File: src/rtl/osc_sw_pkg.sv
package osc_sw_pkg;
  localparam int IRQ_W        = 3;
  localparam int IRQ_CAL_FAIL = 0;
  localparam int IRQ_CAL_DONE = 1;
  localparam int IRQ_OSC_LOSS = 2;

  typedef enum logic [1:0] {
    SW_RUN   = 2'd0,  // source steady, gate open
    SW_DRAIN = 2'd1,  // waiting for the old source to be low
    SW_ARM   = 2'd2   // gate closed, waiting for the new source to be low
  } sw_state_t;
endpackage

File: src/rtl/osc_fail_detect.sv
module osc_fail_detect #(
  parameter int FAIL_LIMIT = 64
) (
  input  logic clk,
  input  logic rst,
  input  logic xt_rise,
  input  logic rc_rise,
  output logic fail_o,
  output logic fail_set_o
);
  localparam int            CW   = $clog2(FAIL_LIMIT + 1);
  localparam logic [CW-1:0] LAST = CW'(FAIL_LIMIT - 1);

  logic [CW-1:0] rc_cnt;

  // Last RC edge of the window, with no crystal edge in the same cycle.
  assign fail_set_o = rc_rise & ~xt_rise & ~fail_o & (rc_cnt == LAST);

  always_ff @(posedge clk) begin
    if (rst) begin
      rc_cnt <= '0;
      fail_o <= 1'b0;
    end else if (xt_rise) begin
      rc_cnt <= '0;
      fail_o <= 1'b0;
    end else if (fail_set_o) begin
      fail_o <= 1'b1;
    end else if (rc_rise && !fail_o) begin
      rc_cnt <= rc_cnt + 1'b1;
    end
  end
endmodule

File: src/rtl/clk_switch_fsm.sv
module clk_switch_fsm
  import osc_sw_pkg::*;
(
  input  logic clk,
  input  logic rst,
  input  logic want_rc,
  input  logic xt_lvl,
  input  logic rc_lvl,
  input  logic xt_lost,
  output logic cur_rc,
  output logic gate_o
);
  sw_state_t state;
  logic      tgt_rc;
  logic      old_lvl;
  logic      new_lvl;

  assign old_lvl = cur_rc ? rc_lvl : xt_lvl;
  assign new_lvl = tgt_rc ? rc_lvl : xt_lvl;
  assign gate_o  = (state != SW_ARM);

  always_ff @(posedge clk) begin
    if (rst) begin
      state  <= SW_RUN;
      cur_rc <= 1'b0;
      tgt_rc <= 1'b0;
    end else begin
      case (state)
        SW_RUN: if (want_rc != cur_rc) begin
          tgt_rc <= want_rc;
          state  <= SW_DRAIN;
        end
        SW_DRAIN: if (!old_lvl || (!cur_rc && xt_lost)) begin
          state <= SW_ARM;
        end
        SW_ARM: if (!new_lvl) begin
          cur_rc <= tgt_rc;
          state  <= SW_RUN;
        end
        default: state <= SW_RUN;
      endcase
    end
  end
endmodule

File: src/rtl/osc_irq_regs.sv
module osc_irq_regs
  import osc_sw_pkg::*;
(
  input  logic             clk,
  input  logic             rst,
  input  logic [IRQ_W-1:0] evt_i,
  input  logic             en_we,
  input  logic             clr_we,
  input  logic             set_we,
  input  logic [IRQ_W-1:0] wdata,
  output logic [IRQ_W-1:0] status_o,
  output logic             irq_o
);
  logic [IRQ_W-1:0] en_q;
  logic [IRQ_W-1:0] en_n;
  logic [IRQ_W-1:0] st_n;
  logic [IRQ_W-1:0] clr_m;
  logic [IRQ_W-1:0] set_m;

  assign clr_m = clr_we ? wdata : '0;
  assign set_m = set_we ? wdata : '0;
  // Events and set strobes win over a clear in the same cycle.
  assign st_n  = (status_o & ~clr_m) | evt_i | set_m;
  assign en_n  = en_we ? wdata : en_q;

  always_ff @(posedge clk) begin
    if (rst) begin
      en_q     <= '0;
      status_o <= '0;
      irq_o    <= 1'b0;
    end else begin
      en_q     <= en_n;
      status_o <= st_n;
      irq_o    <= |(st_n & en_n);
    end
  end
endmodule

File: src/rtl/osc_switchover.sv
module osc_switchover
  import osc_sw_pkg::*;
#(
  parameter int FAIL_LIMIT = 64
) (
  input  logic             clk,
  input  logic             rst,
  input  logic             xt_clk_i,
  input  logic             rc_clk_i,
  input  logic             src_sel_i,
  input  logic             failover_en_i,
  input  logic             xt_stop_i,
  input  logic             rc_stop_i,
  input  logic             irq_en_we_i,
  input  logic             irq_clr_we_i,
  input  logic             irq_set_we_i,
  input  logic [IRQ_W-1:0] irq_wdata_i,
  input  logic             cal_fail_i,
  input  logic             cal_done_i,
  output logic             rtc_clk_o,
  output logic             src_cur_o,
  output logic             xt_fail_o,
  output logic             irq_o,
  output logic [IRQ_W-1:0] irq_status_o
);
  logic             xt_q, rc_q;
  logic             xt_rise, rc_rise;
  logic             xt_eff, rc_eff;
  logic             fail_set;
  logic             want_rc;
  logic             gate;
  logic [IRQ_W-1:0] evt;

  always_ff @(posedge clk) begin
    if (rst) begin
      xt_q <= 1'b0;
      rc_q <= 1'b0;
    end else begin
      xt_q <= xt_clk_i;
      rc_q <= rc_clk_i;
    end
  end

  assign xt_rise = xt_clk_i & ~xt_q;
  assign rc_rise = rc_clk_i & ~rc_q;
  assign xt_eff  = xt_q & ~xt_stop_i;
  assign rc_eff  = rc_q & ~rc_stop_i;
  assign want_rc = src_sel_i | (failover_en_i & xt_fail_o);

  osc_fail_detect #(.FAIL_LIMIT(FAIL_LIMIT)) u_det (
    .clk        (clk),
    .rst        (rst),
    .xt_rise    (xt_rise),
    .rc_rise    (rc_rise),
    .fail_o     (xt_fail_o),
    .fail_set_o (fail_set)
  );

  clk_switch_fsm u_sw (
    .clk     (clk),
    .rst     (rst),
    .want_rc (want_rc),
    .xt_lvl  (xt_eff),
    .rc_lvl  (rc_eff),
    .xt_lost (xt_fail_o),
    .cur_rc  (src_cur_o),
    .gate_o  (gate)
  );

  always_ff @(posedge clk) begin
    if (rst) rtc_clk_o <= 1'b0;
    else     rtc_clk_o <= gate & (src_cur_o ? rc_eff : xt_eff);
  end

  always_comb begin
    evt               = '0;
    evt[IRQ_CAL_FAIL] = cal_fail_i;
    evt[IRQ_CAL_DONE] = cal_done_i;
    evt[IRQ_OSC_LOSS] = fail_set;
  end

  osc_irq_regs u_irq (
    .clk      (clk),
    .rst      (rst),
    .evt_i    (evt),
    .en_we    (irq_en_we_i),
    .clr_we   (irq_clr_we_i),
    .set_we   (irq_set_we_i),
    .wdata    (irq_wdata_i),
    .status_o (irq_status_o),
    .irq_o    (irq_o)
  );
endmodule

File: config.mk
export PLATFORM = sky130hd
export DESIGN_NAME = osc_switchover
export DESIGN_NICKNAME = d
export VERILOG_FILES = /design/src/rtl/osc_sw_pkg.sv /design/src/rtl/osc_fail_detect.sv /design/src/rtl/clk_switch_fsm.sv /design/src/rtl/osc_irq_regs.sv /design/src/rtl/osc_switchover.sv
export SDC_FILE = /design/constraint.sdc
export NUM_CORES = 1
export LEC_CHECK = 0
export BUFFER_PORTS_ARGS = -buffer_cell sky130_fd_sc_hd__clkbuf_2
export CAP_MARGIN = 10
export CELL_PAD_IN_SITES_DETAIL_PLACEMENT = 0
export CELL_PAD_IN_SITES_GLOBAL_PLACEMENT = 1
export CORE_MARGIN = 2
export CORE_UTILIZATION = 35
export CTS_CLUSTER_DIAMETER = 150
export CTS_CLUSTER_SIZE = 14
export DETAILED_ROUTE_END_ITERATION = 10
export PLACE_DENSITY = 0.75
export SYNTH_ARGS = -nofsm -noshare
export SYNTH_HDL_FRONTEND = slang
export SYNTH_SLANG_ARGS = --single-unit
File: constraint.sdc
create_clock -name clk -period 2.15 [get_ports clk]
set_input_delay 0.3225 -clock clk [delete_from_list [all_inputs] [get_ports clk]]
set_output_delay 0.3225 -clock clk [all_outputs]
set_load 0.02 [all_outputs]
==> impl_metrics.env, run 1 <==
export IMPL_status="finished clean"
export IMPL_grt_pass1_wl_microns=3022
export IMPL_clk_latency_ns=0.31
export IMPL_area_growth_pct=19.74
export IMPL_async_flop_share_pct=0
export IMPL_switching_share_pct=22.54
export IMPL_switchingPower_w=0.0001935
export IMPL_hold_buffers=0
export IMPL_io_pins=23
export IMPL_slew_viol_final=0
export IMPL_tightest_slew_ns=0.4389
export IMPL_period_share_pct=77.98
export IMPL_worstHoldPathType="input port to flop"
export IMPL_grt_overflow=0
export IMPL_end_kind="flop"
export IMPL_synth_edf_count=0
export IMPL_fin_skew_ns=0.01028
export IMPL_power_leakage_nw=0.4849
export IMPL_arrival_ns=1.89
export IMPL_crit_required_ns=2.37
export IMPL_reg2reg_slack_ns=0.47
export IMPL_finalHoldViolations=0
export IMPL_dp_hpwl_microns=1372
export IMPL_port_buffers=22
export IMPL_synth_cell_types=35
export IMPL_period_needed_ns=1.677
export IMPL_netlist_instances=104
export IMPL_powerDensity_nw_per_um2=744.4
export IMPL_maxCapViolations=0
export IMPL_clock_fmax_mhz=596.5
export IMPL_drive_above_1_share_pct=24.41
export IMPL_wirelength_microns=1809
export IMPL_start_kind="flop"
export IMPL_num_antenna_cells=0
export IMPL_cts_root_buffer="clkbuf_4"
export IMPL_final_util_pct=42.94
export IMPL_first_pass_iters=4
export IMPL_cts_sinks=22
export IMPL_synth_top_area_share_pct=45.71
export IMPL_coreArea_sq_um=2686
export IMPL_yosysMostFrequentCell="dfxtp_1"
export IMPL_die_x_microns=56.47
export IMPL_min_delay_start="cal_done_i"
export IMPL_synth_ff_type="dfxtp_1"
export IMPL_path_class="flop to flop"
export IMPL_drc_errors=0
export IMPL_rsz0062_at_grt="false"
export IMPL_num_rows=19
export IMPL_post_cts_buffers=0
export IMPL_grt_pass1_vias=689
export IMPL_synth_area_leaders="dfxtp_1 46%, mux2i_1 7.3%, nor2_1 4.7%"
export IMPL_numCtsBuffers=3
export IMPL_cts_resized=0
export IMPL_r2r_end="u_irq.irq_o"
export IMPL_post_drt_wl_per_cell_microns=11.45
export IMPL_setup_viol=0
export IMPL_timing_rr_start="u_det.rc_cnt[0]"
export IMPL_cts_path_max_buffers=2
export IMPL_antenna_found_initial=0
export IMPL_ys_seq_area_share_pct=45.71
export IMPL_reg2reg_depth=5
export IMPL_vias_per_cell=5.051
export IMPL_synth_seq_cells=22
export IMPL_routabilityCongestion=0.7791
export IMPL_clkTransAtPathRegs_ns=0.13
export IMPL_synth_warnings=0
export IMPL_track_usage_pct=12.13
export IMPL_die_y_microns=56.47
export IMPL_cts_tree="built"
export IMPL_initial_core_util_pct=35.86
export IMPL_ir_drop_uv=432.7
export IMPL_worstSetupStartpoint="u_det.rc_cnt[0]"
export IMPL_vias=798
export IMPL_power_internal_w=0.0006652
export IMPL_syn_area_per_cell_sq_um=9.264
export IMPL_worstPathMaxFanout=5
export IMPL_ant_nets=0
export IMPL_fin_nets=145
export IMPL_drtIter0Drc=22
export IMPL_synth_common_cells="22 x dfxtp_1, 12 x nor2_1, 8 x nand2_1"
export IMPL_yosysTopAreaCell="dfxtp_1"
export IMPL_netlist_area_sq_um=963.4
export IMPL_setup_tns_final_ns=0
export IMPL_relSlewSlack_pct=70.52
export IMPL_grt_start_max_net_pins=17
export IMPL_cts_htree_levels=1
export IMPL_seqPwrFrac_pct=51.6
export IMPL_worstHoldEndpoint="u_irq.status_o[1]"
export IMPL_power_frac_clock_pct=36.6
export IMPL_dieArea_sq_um=3188
export IMPL_p_comb_share_pct=11.9
export IMPL_syn_nets=121
export IMPL_min_delay_path_depth=3
## final cells by class
type / instances / area (sq um)
inverter: 2 / 7.507
clock buffer: 3 / 22.52
clock inverter: 1 / 30.03
tap: 31 / 38.79
multi-input combinational: 77 / 504.2
fill: 277 / 1533
sequential: 22 / 440.4
timing repair buffer: 22 / 110.1
## how the worst max path moves through the flow
stage                                   end  slack, ns  depth (start not counted)
final                           u_irq.irq_o       0.47                          5
after detailed placement        u_irq.irq_o       0.48                          5
after global placement          u_irq.irq_o       0.54                          5
after CTS                       u_irq.irq_o       0.47                          5
after floorplan                 u_irq.irq_o       0.57                          5
after global routing      u_irq.status_o[2]       0.41                          5
## cell usage in the layout, fill, tap and decap left out
cell,count
a211oi_1,2
a21boi_0,1
a21o_1,1
a21oi_1,5
a221o_1,2
a221o_2,1
a221oi_1,1
a22oi_1,1
a2bb2oi_1,1
a41oi_1,1
and2b_2,1
and3_1,1
bufinv_16,1
clkbuf_2,22
clkbuf_4,3
dfxtp_1,22
ha_1,1
inv_1,2
mux2i_1,7
nand2_1,8
nand2b_1,4
nand3_1,1
nand3b_1,1
nand4_1,3
nor2_1,12
nor2b_1,5
nor3_1,6
nor3b_4,1
o21a_1,1
o21ai_0,2
o21bai_1,1
o31ai_1,1
o31ai_2,1
or2_2,1
or3_1,1
xnor2_1,1
xor2_1,1
## per-stage QoR
stage	hold slack, ns	worst slack, ns	total power (W)	cells	instance area, sq um
final	0.2288	0.4735	0.0008588	158	1154
after global routing	0.2169	0.4089	0.0009033	158	1154
after CTS	0.2172	0.4713	0.0008745	158	1154
after detailed placement	0.4393	0.4820	0.0005549	154	1101
after global placement	0.4416	0.5361	0.0005534	154	1101
after floorplan	0.3941	0.5740	0.0005182	104	963.4
## registers in the layout, summed over array words and instances (netlist names)
name / flops
u_sw.state: 2
xt_q: 1
u_det.rc_cnt: 7
u_irq.irq_o: 1
rtc_clk_o: 1
u_irq.status_o: 3
u_det.fail_o: 1
u_irq.en_q: 3
u_sw.tgt_rc: 1
u_sw.cur_rc: 1
rc_q: 1
## per-layer routing
| metal | up-vias | share of wire [%] | GRT usage (%) |
|---|---|---|---|
| li1 | 422 | - | - |
| met1 | 362 | 50 | 15.74 |
| met2 | 10 | 44 | 18.11 |
| met3 | 4 | 4.3 | 4.378 |
| met4 | 0 | 1.5 | 5.102 |
| met5 | - | 0 | 0 |
## logic make-up after synthesis
family                     Yosys count  share of synthesized area [%]
buffers and inverters                5                          1.948
muxes                                7                          7.273
xor gates and xnor gates             2                          1.819
and+or+nand+nor                     45                          24.81
AOI/OAI and AO/OA                   22                          17.14
DFF                                 22                          45.71
adders and majority gates            1                          1.298
## power by group through the flow
stage / sequential [W] / combinational, W / clock (W)
floorplan: 0.000458 / 0.0000603 / 0
global placement: 0.000451 / 0.000102 / 0
detailed placement: 0.000452 / 0.000102 / 0
CTS: 0.000443 / 0.000103 / 0.000328
global route: 0.000446 / 0.000112 / 0.000345
finish: 0.000443 / 0.000102 / 0.000314
## worst max-delay path: stages (launching register included)
cell and delay, ns:
dfxtp_1 0.36, ha_1 0.26, nand4_1 0.14, nor3_1 0.10, a221o_2 0.38, a221o_1 0.34
No activity file was read; power rests on OpenSTA's default activity.
==> inputs of run 2 (changes only) <==
- CORE_UTILIZATION: 35 -> 34
- PLACE_DENSITY: 0.75 -> 0.76
- clock period: 2.15 -> 1.5 ns (I/O delays scaled with it)
==> impl_metrics.env, run 2 (synthesized netlist as in run 1, its figures left out) <==
export IMPL_final_common_cell="clkbuf_2"
export IMPL_initial_core_util_pct=35.24
export IMPL_io_pins=23
export IMPL_period_needed_ns=1.432
export IMPL_numCtsBuffers=3
export IMPL_path_class="flop to flop"
export IMPL_worstHoldEndpoint="xt_q"
export IMPL_powerDensity_nw_per_um2=918.2
export IMPL_hold_buffers=0
export IMPL_wl_met2_microns=868
export IMPL_grt_pass1_wl_microns=3305
export IMPL_biggestRegsByFlops="u_det.rc_cnt (7), u_irq.en_q (3), u_irq.status_o (3)"
export IMPL_post_drt_wl_per_cell_microns=11.07
export IMPL_drive_above_1_share_pct=31.85
export IMPL_r2r_end="u_irq.irq_o"
export IMPL_cts_root_buffer="clkbuf_4"
export IMPL_grt_overflow=0
export IMPL_track_usage_pct=12.81
export IMPL_preCtsSetupSlack_ns=0.02871
export IMPL_start_kind="flop"
export IMPL_first_pass_iters=4
export IMPL_power_leakage_nw=0.5184
export IMPL_clkTransAtPathRegs_ns=0.12
export IMPL_reg2reg_slack_ns=0.07
export IMPL_rsz0062_at_grt="false"
export IMPL_clk_latency_ns=0.30
export IMPL_dieArea_sq_um=3275
export IMPL_grt_start_max_net_pins=13
export IMPL_wl_met1_microns=874
export IMPL_dpl_cell_area_sq_um=1169
export IMPL_cts_resized=0
export IMPL_reg2reg_depth=5
export IMPL_port_buffers=22
export IMPL_timing_rr_start="u_det.rc_cnt[1]"
export IMPL_layout_common_cells="22 x clkbuf_2, 20 x dfxtp_1, 12 x nor2_1"
export IMPL_wl_met3_microns=56
export IMPL_min_delay_path_depth=2
export IMPL_wirelength_microns=1838
export IMPL_die_y_microns=57.23
export IMPL_period_share_pct=95.48
export IMPL_arrival_ns=1.64
export IMPL_finalWorstSetupSlack_ns=0.06786
export IMPL_top_register="u_det.rc_cnt"
export IMPL_ir_drop_uv=520.5
export IMPL_status="finished clean"
export IMPL_vias=825
export IMPL_maxCapViolations=0
export IMPL_vias_per_cell=4.970
export IMPL_die_x_microns=57.23
export IMPL_relSlewSlack_pct=74.63
export IMPL_coreArea_sq_um=2734
export IMPL_post_cts_buffers=0
export IMPL_cts_htree_levels=1
export IMPL_antenna_found_initial=0
export IMPL_largest_reg_flops=7
export IMPL_worstPathMaxFanout=2
export IMPL_grt_pass1_vias=809
export IMPL_area_growth_pct=25.32
export IMPL_tightest_slew_ns=0.3783
export IMPL_routabilityCongestion=0.7954
export IMPL_slowest_stage="dfxtp_2"
export IMPL_fin_nets=153
export IMPL_crit_chain="ha_2 -> nand4_1 -> nor3_2 -> a221o_2 -> a221o_1"
export IMPL_dp_hpwl_microns=1456
export IMPL_drc_errors=0
export IMPL_final_cells=166
export IMPL_min_delay_start="xt_clk_i"
export IMPL_setup_viol=0
export IMPL_finalHoldViolations=0
export IMPL_slew_viol_final=0
export IMPL_ant_nets=0
export IMPL_cts_tree="built"
export IMPL_worstHoldPathType="input port to flop"
export IMPL_fin_area_sq_um=1207
export IMPL_clock_fmax_mhz=698.3
export IMPL_top_layer_used="met4"
export IMPL_crit_required_ns=1.71
export IMPL_cts_path_max_buffers=2
export IMPL_drtIter0Drc=40
export IMPL_setup_tns_final_ns=0
export IMPL_end_kind="flop"
export IMPL_slowest_delay_ns=0.34
export IMPL_num_antenna_cells=0
export IMPL_num_rows=19
export IMPL_fin_skew_ns=0.003404
export IMPL_cts_sinks=22
export IMPL_dp_cells=162
run 2: cell count changes in the layout (fill, tap and decap cells not counted), sizes merged:
cell	before	now
buf	0	8
bufinv	1	0
clkbuf	25	26
run 2: how the worst max path moves through the flow:
| stage | endpoint | startpoint | depth (start not counted) |
|---|---|---|---|
| floorplan | u_irq.irq_o | u_det.rc_cnt[1] | 5 |
| global placement | u_irq.irq_o | u_det.rc_cnt[1] | 5 |
| detailed placement | u_irq.irq_o | u_det.rc_cnt[1] | 5 |
| CTS | u_irq.irq_o | u_det.rc_cnt[1] | 5 |
| global route | u_det.rc_cnt[1] | xt_q | 4 |
| finish | u_irq.irq_o | u_det.rc_cnt[1] | 5 |
run 2: per-stage QoR:
step	power (W)	util [%]	hold WS [ns]
final	0.001109	44.16	0.1368
after global routing	0.001167	44.16	0.1418
after CTS	0.001130	44.07	0.1276
after detailed placement	0.0008041	42.75	0.4287
after global placement	0.0008015	42.75	0.4246
after floorplan	0.0007432	-	0.2966
run 2: routing by layer:
metal	GRT usage [%]	up-vias
met4	5.980	0
li1	-	440
met5	0	-
met2	21.18	10
met3	2.721	4
met1	15.94	371
run 2: critical path: cells and delay by family (launching register included):
family	cells	cell delay, ns
adder cells (fa/ha/maj)	1	0.17
flip-flops	1	0.34
AND/OR/NAND/NOR	2	0.18
AO/OA/AOI/OAI	2	0.64
run 2: power breakdown:
part           switching, W  internal (W)  leakage, nW
registers         0.0000202      0.000613        0.181
logic             0.0000789     0.0000771        0.316
clock network      0.000171      0.000148       0.0210
total              0.000270      0.000839        0.518
run 2: final cells by class:
class / count / area, sq um
flip-flops and latches: 22 / 442.9
inverters: 2 / 7.507
multi-input cells: 77 / 511.7
fillers: 282 / 1526
repair buffers: 30 / 170.2
clock buffers: 4 / 36.28
well taps: 31 / 38.79
